--- src/rtl/xsram_pkg.sv ---
package xsram_pkg;
  typedef enum logic [2:0] {
    ST_IDLE,
    ST_ADDR,
    ST_LATCH,
    ST_WAIT,
    ST_DATA
  } busState_t;

  typedef struct packed {
    logic load;      // capture request into datapath registers
    logic ale;       // address latch strobe
    logic dataPhase; // low pins act as data bus
    logic rdLow;     // read strobe active, sample read data
    logic wrLow;     // write strobe active
  } busStrobes_t;
endpackage

--- src/rtl/xsram_ctrl.sv ---
module xsram_ctrl
  import xsram_pkg::*;
#(
  parameter int unsigned ADDR_W    = 16,
  parameter int unsigned INT_LIMIT = 16'h0FFF
) (
  input  logic              clk,
  input  logic              rstN,
  input  logic              cfgEnable,
  input  logic              cfgWait,
  input  logic              reqValid,
  input  logic              reqWrite,
  input  logic [ADDR_W-1:0] reqAddr,
  output busStrobes_t       strb,
  output logic              busy,
  output logic              done
);
  localparam logic [ADDR_W-1:0] LimitVal = ADDR_W'(INT_LIMIT);

  busState_t stateQ, stateD;
  logic      isWriteQ;
  logic      doneQ;
  logic      accept;

  assign accept = (stateQ == ST_IDLE) && reqValid && cfgEnable && (reqAddr > LimitVal);

  always_comb begin
    stateD = stateQ;
    unique case (stateQ)
      ST_IDLE:  if (accept) stateD = ST_ADDR;
      ST_ADDR:  stateD = ST_LATCH;
      ST_LATCH: stateD = cfgWait ? ST_WAIT : ST_DATA;
      ST_WAIT:  stateD = ST_DATA;
      ST_DATA:  stateD = ST_IDLE;
      default:  stateD = ST_IDLE;
    endcase
  end

  always_ff @(posedge clk or negedge rstN) begin
    if (!rstN) begin
      stateQ   <= ST_IDLE;
      isWriteQ <= 1'b0;
      doneQ    <= 1'b0;
    end else begin
      stateQ <= stateD;
      doneQ  <= (stateQ == ST_DATA);
      if (accept) isWriteQ <= reqWrite;
    end
  end

  always_comb begin
    strb.load      = accept;
    strb.ale       = (stateQ == ST_ADDR);
    strb.dataPhase = (stateQ == ST_DATA);
    strb.rdLow     = (stateQ == ST_DATA) && !isWriteQ;
    strb.wrLow     = (stateQ == ST_DATA) && isWriteQ;
  end

  assign busy = (stateQ != ST_IDLE);
  assign done = doneQ;


  accept_gate_chk: assert property (@(posedge clk) disable iff (!rstN)
    $rose(busy) |-> ($past(cfgEnable) && ($past(reqAddr) > LimitVal)));

  done_idle_chk: assert property (@(posedge clk) disable iff (!rstN)
    done |-> !busy);

  done_single_chk: assert property (@(posedge clk) disable iff (!rstN)
    done |=> !done);
endmodule

--- src/rtl/xsram_datapath.sv ---
module xsram_datapath
  import xsram_pkg::*;
#(
  parameter int unsigned ADDR_W = 16,
  parameter int unsigned DATA_W = 8
) (
  input  logic                     clk,
  input  logic                     rstN,
  input  busStrobes_t              strb,
  input  logic                     cfgEnable,
  input  logic [ADDR_W-1:0]        reqAddr,
  input  logic [DATA_W-1:0]        reqWdata,
  input  logic [DATA_W-1:0]        gpioLowDir,
  input  logic [DATA_W-1:0]        gpioLowOut,
  input  logic [ADDR_W-DATA_W-1:0] gpioHighDir,
  input  logic [ADDR_W-DATA_W-1:0] gpioHighOut,
  input  logic [DATA_W-1:0]        padLowIn,
  output logic [DATA_W-1:0]        padLowOut,
  output logic [DATA_W-1:0]        padLowOe,
  output logic [ADDR_W-DATA_W-1:0] padHighOut,
  output logic [ADDR_W-DATA_W-1:0] padHighOe,
  output logic                     ale,
  output logic                     rdN,
  output logic                     wrN,
  output logic [DATA_W-1:0]        rdData
);
  localparam int unsigned HI_W = ADDR_W - DATA_W;

  logic [ADDR_W-1:0] addrQ;
  logic [DATA_W-1:0] wdataQ;
  logic [DATA_W-1:0] rdQ;

  always_ff @(posedge clk or negedge rstN) begin
    if (!rstN) begin
      addrQ  <= '0;
      wdataQ <= '0;
      rdQ    <= '0;
    end else begin
      if (strb.load) begin
        addrQ  <= reqAddr;
        wdataQ <= reqWdata;
      end
      if (strb.rdLow) rdQ <= padLowIn;
    end
  end

  always_comb begin
    if (cfgEnable) begin
      padLowOut  = (strb.dataPhase && strb.wrLow) ? wdataQ : addrQ[DATA_W-1:0];
      padLowOe   = strb.rdLow ? '0 : '1;
      padHighOut = addrQ[ADDR_W-1:DATA_W];
      padHighOe  = '1;
      ale        = strb.ale;
      rdN        = !strb.rdLow;
      wrN        = !strb.wrLow;
    end else begin
      padLowOut  = gpioLowOut;
      padLowOe   = gpioLowDir;
      padHighOut = gpioHighOut;
      padHighOe  = gpioHighDir;
      ale        = 1'b0;
      rdN        = 1'b1;
      wrN        = 1'b1;
    end
  end

  assign rdData = rdQ;


  strobe_excl_chk: assert property (@(posedge clk) disable iff (!rstN)
    !(!rdN && !wrN));

  read_release_chk: assert property (@(posedge clk) disable iff (!rstN)
    !rdN |-> (padLowOe == '0));

  read_single_chk: assert property (@(posedge clk) disable iff (!rstN)
    !rdN |=> rdN);

  write_single_chk: assert property (@(posedge clk) disable iff (!rstN)
    !wrN |=> wrN);

  addr_hold_chk: assert property (@(posedge clk) disable iff (!rstN)
    (cfgEnable && $fell(ale)) |-> (padLowOut == $past(padLowOut)));

  gpio_fallback_chk: assert property (@(posedge clk) disable iff (!rstN)
    !cfgEnable |-> (!ale && rdN && wrN && padLowOe == gpioLowDir
                    && padHighOe == gpioHighDir));

  ale_single_chk: assert property (@(posedge clk) disable iff (!rstN)
    ale |=> !ale);

  logic [HI_W-1:0] unusedHi;
  assign unusedHi = '0;
endmodule

--- src/rtl/xsram_bus_ctrl.sv ---
module xsram_bus_ctrl
  import xsram_pkg::*;
#(
  parameter int unsigned ADDR_W    = 16,
  parameter int unsigned DATA_W    = 8,
  parameter int unsigned INT_LIMIT = 16'h0FFF
) (
  input  logic                     clk,
  input  logic                     rstN,
  input  logic                     cfgEnable,
  input  logic                     cfgWait,
  input  logic                     reqValid,
  input  logic                     reqWrite,
  input  logic [ADDR_W-1:0]        reqAddr,
  input  logic [DATA_W-1:0]        reqWdata,
  output logic                     busy,
  output logic                     done,
  output logic [DATA_W-1:0]        rdData,
  input  logic [DATA_W-1:0]        gpioLowDir,
  input  logic [DATA_W-1:0]        gpioLowOut,
  input  logic [ADDR_W-DATA_W-1:0] gpioHighDir,
  input  logic [ADDR_W-DATA_W-1:0] gpioHighOut,
  input  logic [DATA_W-1:0]        padLowIn,
  output logic [DATA_W-1:0]        padLowOut,
  output logic [DATA_W-1:0]        padLowOe,
  output logic [ADDR_W-DATA_W-1:0] padHighOut,
  output logic [ADDR_W-DATA_W-1:0] padHighOe,
  output logic                     ale,
  output logic                     rdN,
  output logic                     wrN
);
  busStrobes_t strb;

  xsram_ctrl #(.ADDR_W(ADDR_W), .INT_LIMIT(INT_LIMIT)) u_ctrl (
    .clk(clk), .rstN(rstN), .cfgEnable(cfgEnable), .cfgWait(cfgWait),
    .reqValid(reqValid), .reqWrite(reqWrite), .reqAddr(reqAddr),
    .strb(strb), .busy(busy), .done(done)
  );

  xsram_datapath #(.ADDR_W(ADDR_W), .DATA_W(DATA_W)) u_dp (
    .clk(clk), .rstN(rstN), .strb(strb), .cfgEnable(cfgEnable),
    .reqAddr(reqAddr), .reqWdata(reqWdata),
    .gpioLowDir(gpioLowDir), .gpioLowOut(gpioLowOut),
    .gpioHighDir(gpioHighDir), .gpioHighOut(gpioHighOut),
    .padLowIn(padLowIn), .padLowOut(padLowOut), .padLowOe(padLowOe),
    .padHighOut(padHighOut), .padHighOe(padHighOe),
    .ale(ale), .rdN(rdN), .wrN(wrN), .rdData(rdData)
  );
endmodule

--- config.mk ---
export PLATFORM = sky130hd
export DESIGN_NAME = xsram_bus_ctrl
export DESIGN_NICKNAME = d
export VERILOG_FILES = /design/src/rtl/xsram_pkg.sv /design/src/rtl/xsram_ctrl.sv /design/src/rtl/xsram_datapath.sv /design/src/rtl/xsram_bus_ctrl.sv
export SDC_FILE = /design/constraint.sdc
export NUM_CORES = 1
export LEC_CHECK = 0
export ABC_AREA = 1
export BUFFER_PORTS_ARGS = -buffer_cell sky130_fd_sc_hd__buf_2
export CAP_MARGIN = 25
export CORE_ASPECT_RATIO = 1.4
export CORE_MARGIN = 3
export CORE_UTILIZATION = 40
export DETAILED_ROUTE_END_ITERATION = 6
export PLACE_DENSITY_LB_ADDON = 0.25
export RECOVER_POWER = 50
export SETUP_SLACK_MARGIN = 0.05
export SLEW_MARGIN = 25
export SYNTH_ARGS = -nofsm -noshare
export SYNTH_HDL_FRONTEND = slang
export SYNTH_SLANG_ARGS = --single-unit
export TNS_END_PERCENT = 50
--- constraint.sdc ---
create_clock -name clk -period 2.4 [get_ports clk]
set_clock_uncertainty 0.1 [all_clocks]
set_input_delay 0.24 -clock clk [delete_from_list [all_inputs] [get_ports clk]]
set_output_delay 0.24 -clock clk [all_outputs]
set_load 0.01 [all_outputs]
-- Yosys cells after proc, flatten, opt, wreduce, memory -nomap -nowiden
Index checks and enable logic that the tools add are counted.
- magnitude comparators: 1
- equal/unequal tests: 5
- multiplexer cells: 12
- reductions and logical operators: 11
- operator list (cell ; number):
    8-bit 2-to-1 mux ; 6
    16-bit by 12-bit greater-than comparator with 1-bit output (second input constant) ; 1
    3-bit case mux with 4 select lines ; 1
    3-bit by 2-bit == test with 1-bit output (second input constant) ; 2
    1-bit logical AND ; 6
    3-bit 2-to-1 mux ; 2
    3-bit by 1-bit == test with 1-bit output (second input constant) ; 1
    3-bit == test (second input constant) ; 1
    1-bit zero test ; 3
    3-bit zero test ; 1
    1-bit 2-to-1 mux ; 3
    3-bit nonzero test ; 1
    2-bit by 1-bit != test with 1-bit output (second input constant) ; 1
- bits in registers: 37
- input port bits: 70
- output and inout port bits: 45

-- Logic depth before layout (Yosys ltp)
Gate-level depths: netlist of the first run.
- depth in word-level cells: 6
- depth in mapped cells: 7
- mapped depth without buffers: 6

-- By module
Synthesis of the first run repeated with hierarchy kept, for this count alone.
- cell total of the unflattened synthesis: 264
- area, all modules: 1964.4 um2
- modules (own cells, without submodules) (module ; instances ; cells each ; area an instance (um2) ; seq. area each (um2)):
    xsram_datapath ; 1 ; 230 ; 1697.9 ; 800.8
    xsram_ctrl ; 1 ; 34 ; 266.5 ; 125.1

-- Worst setup path after synthesis of the first run
No wires, ideal clock.
- kind: register -> output
- start: reg u_ctrl.stateQ[1]
- end: out padLowOe[0]
- arrival: 1.133 ns
- required time: 2.060 ns
- path slack: 0.927 ns
- stages on the path, launching flop included: 5
- buffers on the path: 0
- cells stage by stage: dfrtp_1 -> nor3_2 -> nand2_1 -> nand2_1 -> nand2_1
- word-level cells in the longest chain between the ends: 4
- RTL lines (element ; line ; RTL):
    from (decl) ; xsram_ctrl.sv:20 ; busState_t stateQ, stateD;
    from (signal assigned) ; xsram_ctrl.sv:45 ; stateQ <= stateD;
    3-bit == test ; xsram_ctrl.sv:55 ; strb.rdLow = (stateQ == ST_DATA) && !isWriteQ;
    1-bit logical AND ; xsram_ctrl.sv:55 ;
    8-bit 2-to-1 mux ; xsram_datapath.sv:50 ; padLowOe = strb.rdLow ? '0 : '1;
    8-bit 2-to-1 mux ; xsram_datapath.sv:48 ; if (cfgEnable) begin
    to (decl) ; xsram_bus_ctrl.sv:25 ; output logic [DATA_W-1:0] padLowOe,
Every way passes these cells.

-- Worst setup path after layout of the first run
- start: reg u_ctrl.stateQ[2]
- end: out rdN
- word-level cells in the longest chain between the ends: 4
- RTL lines (element ; line ; RTL):
    3-bit == test ; xsram_ctrl.sv:55 ;
    1-bit logical AND ; xsram_ctrl.sv:55 ;
    1-bit zero test ; xsram_datapath.sv:54 ; rdN = !strb.rdLow;
    1-bit 2-to-1 mux ; xsram_datapath.sv:48 ;
    to (decl) ; xsram_bus_ctrl.sv:29 ; output logic rdN,
Every way passes these cells.

==> results.md, run 1 <==
* Status: finished clean
* MaxCap Viol Count at 0
* Final net count at 461
* Design Area, Final at 2680 um2
* Starting DRT DRC Count at 74
* Multiplexer share of the synthesized area at 0%
* Largest cells by area after synthesis: dfrtp_1 46%, nand2_1 25%, nand3_1 11%
* Gr ovfl total at 0
* GPL Wtd Cong at between 0.8 and 0.9
* Critical Path Fanout Max at 11
* Synthesis-stage register bit count at 37
* Top-area cell type share of the netlist area at 46.2%
* Internal power at 1.53 mW
* Cts bufs inserted at 5
* Die footprint at slightly below 6000 um2
* Share of power burned in registers at 43.5%
* Ys async rst share at 100%
* Main combinational cell family by area after synthesis: simple AND/OR/NAND/NOR gates
* Final min period at 2.08 ns
* H-tree depth at 2
* Placement Setup Slack at around 0.48 ns
* Busiest layer in global routing: met2
* Antenna Violating Nets Remaining at 0
* Ports at 115
* Clk_lat worst skew at 0.29 ns
* Startpoint class of the critical path: flip-flop
* Hold Path Class: primary input to flip-flop
* Register area at 927 um2
* Xor and xnor area share after synthesis at 0%
* Share of cells above drive strength 1 at roughly a third
* Met2 Use GR at between 30% and 40%
* DP HPWL at 4.06 mm
* Fin cells at 454
* Largest net degree at the start of global routing at 38
* GRT Total Usage at 18.9%
* First-pass GRT wire length at 8.98 mm
* Adder-cell area share of the yosys netlist at 0%
* Met3 Usage GRT at around 4.5%
* Port Buf Inserts at approximately 110
* Setup-failing EPs final at 0
* Clock power share at 16.3%
* EDFF count, synth at 0
* Hold Path Sink: u_ctrl.stateQ[2]
* Hold Crit Start: cfgWait
* Area after DPL at 2610 um2
* Max frequency at about 480 MHz
* Clock transition at path regs at 0.07 ns
* Hold Path Stages at 2
* Worst slew margin at between 30% and 40%
* Met1 Usage GRT at 21.1%
* CTS tree: yes
* Worst Setup Path Type: flip-flop to output pin
* Die W at about 66 um
* R2r setup slk at 0.63 ns
* Most common cell in the netlist: nand2_1
* Power Density at about 970 nW/um2
* Number of fill cells in the layout at 520
* Die height at 89.8 um
* Dpl cells at 445
* First-pass detailed-route iteration total at 5
* Yosys top cell by area: dfrtp_1
* Clk sinks at 37
* DR vias at 2134
* Overall power at 2.60 mW
* Netlist cell types at 18
* NetSw at ~1.1 mW
* Fin. Hold Viols at 0
* Synth Instances at 279
* Compound-cell area share of the yosys netlist at 0.374%
* DRC violation count after routing at 0
* Post-synthesis sequential area ratio at 46.2%
* Final Worst Setup Slack at 0.323 ns
* Simple-gate share of the synthesized area at 45.7%
* Logic pwr share at 40.3%
* RSZ-0062 raised after global routing: no
* Fin crit share at between 80% and 90%
* Core area at 4680 um2
* Reg2Reg Depth at 6
* Initial antenna violation count at 0
* Vias per cell at 4.70
* Post-Syn Nets at 349
* Post-synth top cells: 136 x nand2_1, 45 x nand3_1, 37 x dfrtp_1
* Number of global-route vias before repair at 2066
* Synthesized area per cell at about 7 um2
* R2R Path End: u_dp.addrQ[2]
* P&R area growth vs syn at 33.7%
* CTS Root Cell: clkbuf_8
* Ys Warns at 0
* WL/cell at between 10 and 15 um
* Setup crit end kind: output pin
* Post-Route WL at 5.37 mm
* CP arrival at 1.74 ns
* Starting density of the core at 42.8%
* Tightest Pin Transition at 0.906 ns
* ANT cells at 0
* LEAKAGE at 1.58 nW
* Mapped Area at 2010 um2
* Most used DFF post-synth: dfrtp_1
* Postcts setup bufs at 0
* Required time of the critical path at 2.06 ns
* Row count at 29
* Clock tree buffer depth at 2
* Area occupied by multi-input gates at 927 um2
* Setup tns final at 0 ns
* Net Sw Frac at approximately two fifths
* Launch point of the worst reg-to-reg path: u_ctrl.stateQ[1]
* Peak supply drop at 475 uV
* Final slew viol count at 0
==> placed cells by master, fill, tap and decap left out, drive strengths merged <==
| cell type | n |
|---|---|
| nand4 | 9 |
| nor3 | 1 |
| nand2 | 138 |
| dlygate4sd3 | 1 |
| clkbuf | 25 |
| dfrtp | 37 |
| clkinvlp | 1 |
| or2 | 8 |
| inv | 20 |
| clkinv | 1 |
| a211oi | 1 |
| nand3 | 45 |
| nor2 | 5 |
| buf | 100 |
==> worst max-delay path, cell delays in order, from the launching register on <==
cell      delay, ns
dfrtp_2        0.46
inv_1          0.14
nor3_2         0.15
clkbuf_1       0.39
nand3_1        0.13
buf_2          0.18
==> sequential cells by signal, summed over array words and instances (netlist names) <==
signal,flops
u_ctrl.isWriteQ,1
u_dp.wdataQ,8
u_ctrl.done,1
u_ctrl.stateQ,3
u_dp.rdData,8
u_dp.addrQ,16
==> per-layer routing <==
| layer | share of wire [%] | vias to the layer above |
|---|---|---|
| met5 | 0 | - |
| met4 | 1.4 | 0 |
| met3 | 7.6 | 7 |
| met2 | 51 | 74 |
| met1 | 40 | 957 |
| li1 | - | 1096 |
==> kinds of logic after synthesis <==
kind of cell / after synthesis
buf+inv: 35
compound gates: 1
flops: 37
simple gates: 206
==> power by group through the flow <==
stage	sequential (mW)	clock, mW	combinational [mW]
6_report	1.13	0.423	1.05
2_1_floorplan	1.11	0	0.718
3_5_place_dp	1.14	0	1.09
5_1_grt	1.17	0.465	1.22
4_1_cts	1.13	0.434	1.09
3_3_place_gp	1.13	0	1.06
==> final cells by class <==
cell class | count | area share [%]
clock buffer | 7 | 2.85
sequential | 37 | 34.6
multi-input combinational | 207 | 34.6
timing repair buffer | 119 | 21.9
clock inverter | 1 | 0.280
inverter | 21 | 2.94
tap | 62 | 2.89
==> worst max-delay path by stage <==
| stage | from | depth (start not counted) | to | slack, ns |
|---|---|---|---|---|
| detailed placement | u_ctrl.stateQ[2] | 6 | padLowOe[4] | 0.48 |
| global route | u_ctrl.stateQ[2] | 5 | rdN | 0.14 |
| finish | u_ctrl.stateQ[2] | 5 | rdN | 0.32 |
| floorplan | u_ctrl.stateQ[1] | 4 | padLowOe[0] | 0.93 |
| CTS | u_ctrl.stateQ[2] | 6 | padLowOe[4] | 0.17 |
| global placement | u_ctrl.stateQ[2] | 6 | padLowOe[7] | 0.57 |
==> through the flow <==
| step | hold slack (ns) | utilization, % |
|---|---|---|
| 2_1_floorplan | -0.156 | - |
| 3_3_place_gp | 0.289 | 55.7 |
| 3_5_place_dp | 0.280 | 55.7 |
| 4_1_cts | 0.0453 | 57.7 |
| 5_1_grt | 0.0511 | 57.3 |
| 6_report | 0.0459 | 57.3 |
==> timing repair <==
item | 4_1_cts | 5_1_grt
hold buffers | 1 | 0
hold endpoints to repair | 37 | 0
resized for setup | 0 | 2
endpoints found under the setup margin | 0 | 8
Power figures use the tool's default switching activity.
==> inputs of run 2 (changes only) <==
--- a/config.mk
+++ b/config.mk
@@ -8,13 +8,16 @@
 export ABC_AREA = 1
 export BUFFER_PORTS_ARGS = -buffer_cell sky130_fd_sc_hd__buf_2
 export CAP_MARGIN = 25
+export CELL_PAD_IN_SITES_DETAIL_PLACEMENT = 1
+export CELL_PAD_IN_SITES_GLOBAL_PLACEMENT = 1
 export CORE_ASPECT_RATIO = 1.4
 export CORE_MARGIN = 3
-export CORE_UTILIZATION = 40
+export CORE_UTILIZATION = 32
 export DETAILED_ROUTE_END_ITERATION = 6
 export PLACE_DENSITY_LB_ADDON = 0.25
 export RECOVER_POWER = 50
 export SETUP_SLACK_MARGIN = 0.05
+export SKIP_CTS_REPAIR_TIMING = 1
 export SLEW_MARGIN = 25
 export SYNTH_ARGS = -nofsm -noshare
 export SYNTH_HDL_FRONTEND = slang
==> results.md, run 2 (synthesis gave the netlist of run 1 again) <==
* Status: complete, but fails checks
* Failing checks: capacitance limit, slew limit
* Final min period at 2.18 ns
* Launch point of the worst reg-to-reg path: u_ctrl.stateQ[1]
* DR vias at 2191
* DP HPWL at 4.77 mm
* Worst slew margin at -33.3%
* GRT Total Usage at 17.9%
* Hold Crit Start: cfgWait
* DRC violation count after routing at 0
* Core area at 5950 um2
* Initial antenna violation count at 0
* CP delay by family, top: simple AND/OR/NAND/NOR gates
* Antenna Violating Nets Remaining at 0
* CP arrival at roughly 1.8 ns
* Post-Route WL at 6.28 mm
* R2r setup slk at 0.80 ns
* Top reg by flops: u_dp.addrQ
* Critical Path Fanout Max at 10
* LEAKAGE at 1.59 nW
* Tightest Pin Transition at ~2.0 ns
* Worst Setup Path Type: flip-flop to output pin
* Crit-path cells: nor2_4 -> nand3_1 -> nand2_1 -> nand3_1 -> nand2_1 -> buf_2
* GPL Wtd Cong at between 0.7 and 0.8
* ANT cells at 0
* Cts bufs inserted at 5
* Setup crit end kind: output pin
* Largest net degree at the start of global routing at 38
* Number of global-route vias before repair at 2259
* Starting density of the core at 33.7%
* First-pass GRT wire length at 10.3 mm
* Final slew viol count at 38
* WL/cell at around 14 um
* Clk sinks at 37
* First-pass detailed-route iteration total at 4
* R2R Path End: u_dp.addrQ[10]
* Reg2Reg Depth at 6
* Port Buf Inserts at 114
* Setup-failing EPs final at 0
* Final net count at 460
* Setup tns final at 0 ns
* Buffers plus inverters on the worst setup path at 1
* Most frequent cells in the layout: 136 x nand2_1, 97 x buf_2, 45 x nand3_1
* Startpoint class of the critical path: flip-flop
* Ports at 115
* P&R area growth vs syn at 35.4%
* Row count at 33
* CTS tree: yes
* Vias per cell at 4.75
* Commonest non-fill, non-tap cell in the layout: nand2_1
* CTS Root Cell: clkbuf_8
* Clk_lat worst skew at between 0.2 and 0.3 ns
* Fin. Hold Viols at 0
* MaxCap Viol Count at 1
* Die height at 99.7 um
* Critical-path top delay cell: dfrtp_1
* Critical Path Max Stage Delay at between 0.4 and 0.5 ns
* Die footprint at slightly above 7000 um2
* Hold Path Sink: u_ctrl.stateQ[2]
* Largest register FFs at 16
* Required time of the critical path at 2.06 ns
* Clock transition at path regs at approximately 0.080 ns
* Die W at around 73 um
* Gr ovfl total at 0
* Starting DRT DRC Count at between 50 and 60
* Peak supply drop at 359 uV
* Share of cells above drive strength 1 at 31.7%
* H-tree depth at 2
* Hold Path Class: primary input to flip-flop
* Hold Path Stages at 2
* Clock tree buffer depth at 2
* Power Density at 1030 nW/um2
* Max frequency at about 460 MHz
* Fin crit share at about nine tenths
* RSZ-0062 raised after global routing: yes
* Fin Hold WS at a little under 0.04 ns
-- run 2: routing by layer --
layer / track usage (%) / wire, um / up-vias / share of wire [%]
li1: - / - / 1098 / -
met2: 32.6 / 3300 / 69 / 53
met1: 19.6 / 2430 / 1013 / 39
met3: 4.04 / 430 / 11 / 6.8
met4: 6.68 / 119 / 0 / 1.9
met5: 0 / 0 / - / 0
-- run 2: worst reg2reg max path, delay by kind of cell (launching register included) --
| kind | cells | cell delay (ns) |
|---|---|---|
| buf+inv | 1 | 0.27 |
| flops | 1 | 0.45 |
| simple gates | 5 | 0.72 |
-- run 2: final cells by class --
class                      count  area (um2)
clock buffer                   6        82.6
clock inverter                 2        37.5
fill                         816        3230
inverter                      21        78.8
multi-input combinational    207         925
sequential                    37         928
tap                           70        87.6
timing repair buffer         118         576
-- run 2: through the flow --
step | total power, mW | cells | worst slack, ns | utilization (%) | instance area (um2)
floorplan | 1.83 | 279 | 0.927 | - | 2010
global placement | 2.22 | 453 | 0.538 | 44.0 | 2620
detailed placement | 2.27 | 453 | 0.447 | 44.0 | 2620
CTS | 2.85 | 461 | 0.0910 | 46.0 | 2740
global route | 3.04 | 461 | 0.0328 | 45.7 | 2720
finish | 2.79 | 461 | 0.216 | 45.7 | 2720
-- run 2: where the power goes --
| group | internal (mW) | switching, mW | leakage (nW) | total (mW) |
|---|---|---|---|---|
| Clock | 0.338 | 0.234 | 0.0574 | 0.572 |
| Combinational | 0.405 | 0.672 | 1.07 | 1.08 |
| Sequential | 0.928 | 0.214 | 0.459 | 1.14 |
-- run 2: worst max-delay path by stage --
| stage | start | end | slack (ns) | depth (start not counted) |
|---|---|---|---|---|
| floorplan | u_ctrl.stateQ[1] | padLowOe[0] | 0.93 | 4 |
| finish | u_ctrl.stateQ[1] | padLowOut[6] | 0.22 | 6 |
| global route | u_ctrl.stateQ[1] | padLowOut[6] | 0.03 | 6 |
| CTS | u_ctrl.stateQ[2] | padLowOe[5] | 0.09 | 6 |
| detailed placement | u_ctrl.stateQ[2] | padLowOe[5] | 0.45 | 6 |
| global placement | u_ctrl.stateQ[2] | padLowOe[6] | 0.54 | 6 |
==> inputs of run 3 (changes only) <==
--- a/config.mk
+++ b/config.mk
@@ -12,7 +12,7 @@
 export CELL_PAD_IN_SITES_GLOBAL_PLACEMENT = 1
 export CORE_ASPECT_RATIO = 1.4
 export CORE_MARGIN = 3
-export CORE_UTILIZATION = 32
+export CORE_UTILIZATION = 29
 export DETAILED_ROUTE_END_ITERATION = 6
 export PLACE_DENSITY_LB_ADDON = 0.25
 export RECOVER_POWER = 50
==> constraint.sdc (replaced) <==
create_clock -name clk -period 2.43 [get_ports clk]
set_clock_uncertainty 0.1 [all_clocks]
set_input_delay 0.243 -clock clk [delete_from_list [all_inputs] [get_ports clk]]
set_output_delay 0.243 -clock clk [all_outputs]
set_load 0.01 [all_outputs]
==> results.md, run 3 (synthesis gave the netlist of run 1 again) <==
* Status: complete, but fails checks
* Failing checks: hold timing
* Clk sinks at 37
* Critical-path top delay cell: dfrtp_1
* Fin crit share at 88.6%
* Number of global-route vias before repair at between 2000 and 2500
* Fin. Hold Viols at 37
* Critical Path Fanout Max at 10
* Final net count at 460
* R2r setup slk at 0.85 ns
* Worst slew margin at 42.9%
* Vias per cell at 4.55
* Required time of the critical path at 2.09 ns
* Most frequent cells in the layout: 135 x nand2_1, 98 x buf_2, 45 x nand3_1
* Peak supply drop at 335 uV
* Reg2Reg Depth at 6
* GPL Wtd Cong at 0.746
* Critical Path Max Stage Delay at between 0.4 and 0.5 ns
* Die footprint at 7960 um2
* Share of cells above drive strength 1 at 31.7%
* Area occupied by multi-input gates at 927 um2
* Row count at 35
* Starting DRT DRC Count at 51
* Initial antenna violation count at 0
* R2R Path End: u_dp.addrQ[1]
* Area after DPL at 2650 um2
* Die W at around 76 um
* Top reg by flops: u_dp.addrQ
* First-pass GRT wire length at 10.7 mm
* Clock tree buffer depth at 2
* Antenna Violating Nets Remaining at 0
* Final min period at roughly 2.2 ns
* RSZ-0062 raised after global routing: no
* Dpl cells at 475
* CP arrival at 1.81 ns
* Starting density of the core at 30.1%
* Routed wl met3 at about 340 um
* Setup crit end kind: output pin
* Number of fill cells in the layout at 913
* Largest net degree at the start of global routing at 38
* Setup tns final at 0 ns
* Tightest Pin Transition at 0.856 ns
* Register area at 927 um2
* CTS Root Cell: clkbuf_8
* Worst Setup Path Type: flip-flop to output pin
* MaxCap Viol Count at 0
* WL/cell at approximately 13 um
* H-tree depth at 2
* DR vias at 2198
* Top layer in use: met4
* CTS tree: yes
* Largest register FFs at 16
* Clock transition at path regs at roughly 0.080 ns
* Launch point of the worst reg-to-reg path: u_ctrl.stateQ[1]
* DRC violation count after routing at 0
* Fin Hold WS at -0.0458 ns
* Gr ovfl total at 0
* Power Density at 988 nW/um2
* Design Area, Final at 2740 um2
* Clk_lat worst skew at 0.29 ns
* Hold Path Class: primary input to asynchronous set/reset pin
* P&R area growth vs syn at 36.4%
* First-pass detailed-route iteration total at 4
* Crit-path cells: nor2_4 -> nand3_1 -> nand2_1 -> nand3_1 -> nand2_1 -> buf_2
* Wire length on met2 at 3.35 mm
* Die height at about 100 um
* LEAKAGE at 1.59 nW
* Setup-failing EPs final at 0
* ANT cells at 0
* Final slew viol count at 0
* Max frequency at 465 MHz
* Port Buf Inserts at 114
* Core area at approximately 6700 um2
* Cts bufs inserted at 5
* Ports at 115
* Post-Route WL at 6.30 mm
* DP HPWL at about 4.7 mm
* GRT Total Usage at 16.5%
* Fin cells at 483
* Startpoint class of the critical path: flip-flop
* Met1 Wirelength at 2.53 mm
* Commonest non-fill, non-tap cell in the layout: nand2_1
run 3: cell count changes in the layout (fill, tap and decap cells not counted):
cell        previous run  this run
clkinv_4               0         1
buf_2                 97        98
nand2_2                0         1
dfrtp_1               35        36
clkinvlp_4             1         0
clkbuf_8               6         5
dfrtp_2                2         1
nand2_1              136       135
run 3: how the worst max path moves through the flow:
stage	endpoint	slack, ns	startpoint	cells after the start
5_1_grt	wrN	0.09	u_ctrl.stateQ[2]	5
3_3_place_gp	padLowOe[7]	0.55	u_ctrl.stateQ[2]	6
4_1_cts	padLowOe[1]	0.07	u_ctrl.stateQ[2]	6
3_5_place_dp	padLowOe[1]	0.42	u_ctrl.stateQ[2]	6
2_1_floorplan	padLowOe[0]	0.95	u_ctrl.stateQ[1]	4
6_report	padLowOut[7]	0.28	u_ctrl.stateQ[1]	6
run 3: layout make-up:
cell class	instances	share of cell area, %
flip-flops and latches	37	33.9
repair buffers	118	21.1
inverters	21	2.88
clock inverters	2	1.42
multi-input cells	207	33.9
clock buffers	6	2.65
well taps	92	4.21
run 3: metrics by stage:
| stage | setup slack [ns] | utilization (%) | power [mW] | hold WS, ns |
|---|---|---|---|---|
| after detailed placement | 0.418 | 39.7 | 2.23 | 0.310 |
| after floorplan | 0.954 | - | 1.81 | -0.153 |
| after global placement | 0.552 | 39.7 | 2.19 | 0.292 |
| final | 0.278 | 41.1 | 2.70 | -0.0458 |
| after global routing | 0.0897 | 41.1 | 2.98 | 0.0146 |
| after CTS | 0.0725 | 41.4 | 2.77 | -0.0117 |
run 3: worst max-delay path: cells and delay by family, from the launching register on:
kind,cells,cell delay (ns)
simple gates,5,0.94
flops,1,0.44
buf+inv,1,0.13
run 3: layer usage:
layer	track usage, %	vias to the layer above
li1	-	1096
met1	18.6	1031
met2	30.5	65
met3	3.47	6
met4	5.05	0
met5	0	-
run 3: report_power, final:
group | switching [mW] | internal (mW)
clock network | 0.224 | 0.308
logic | 0.656 | 0.400
registers | 0.202 | 0.915
total | 1.08 | 1.62
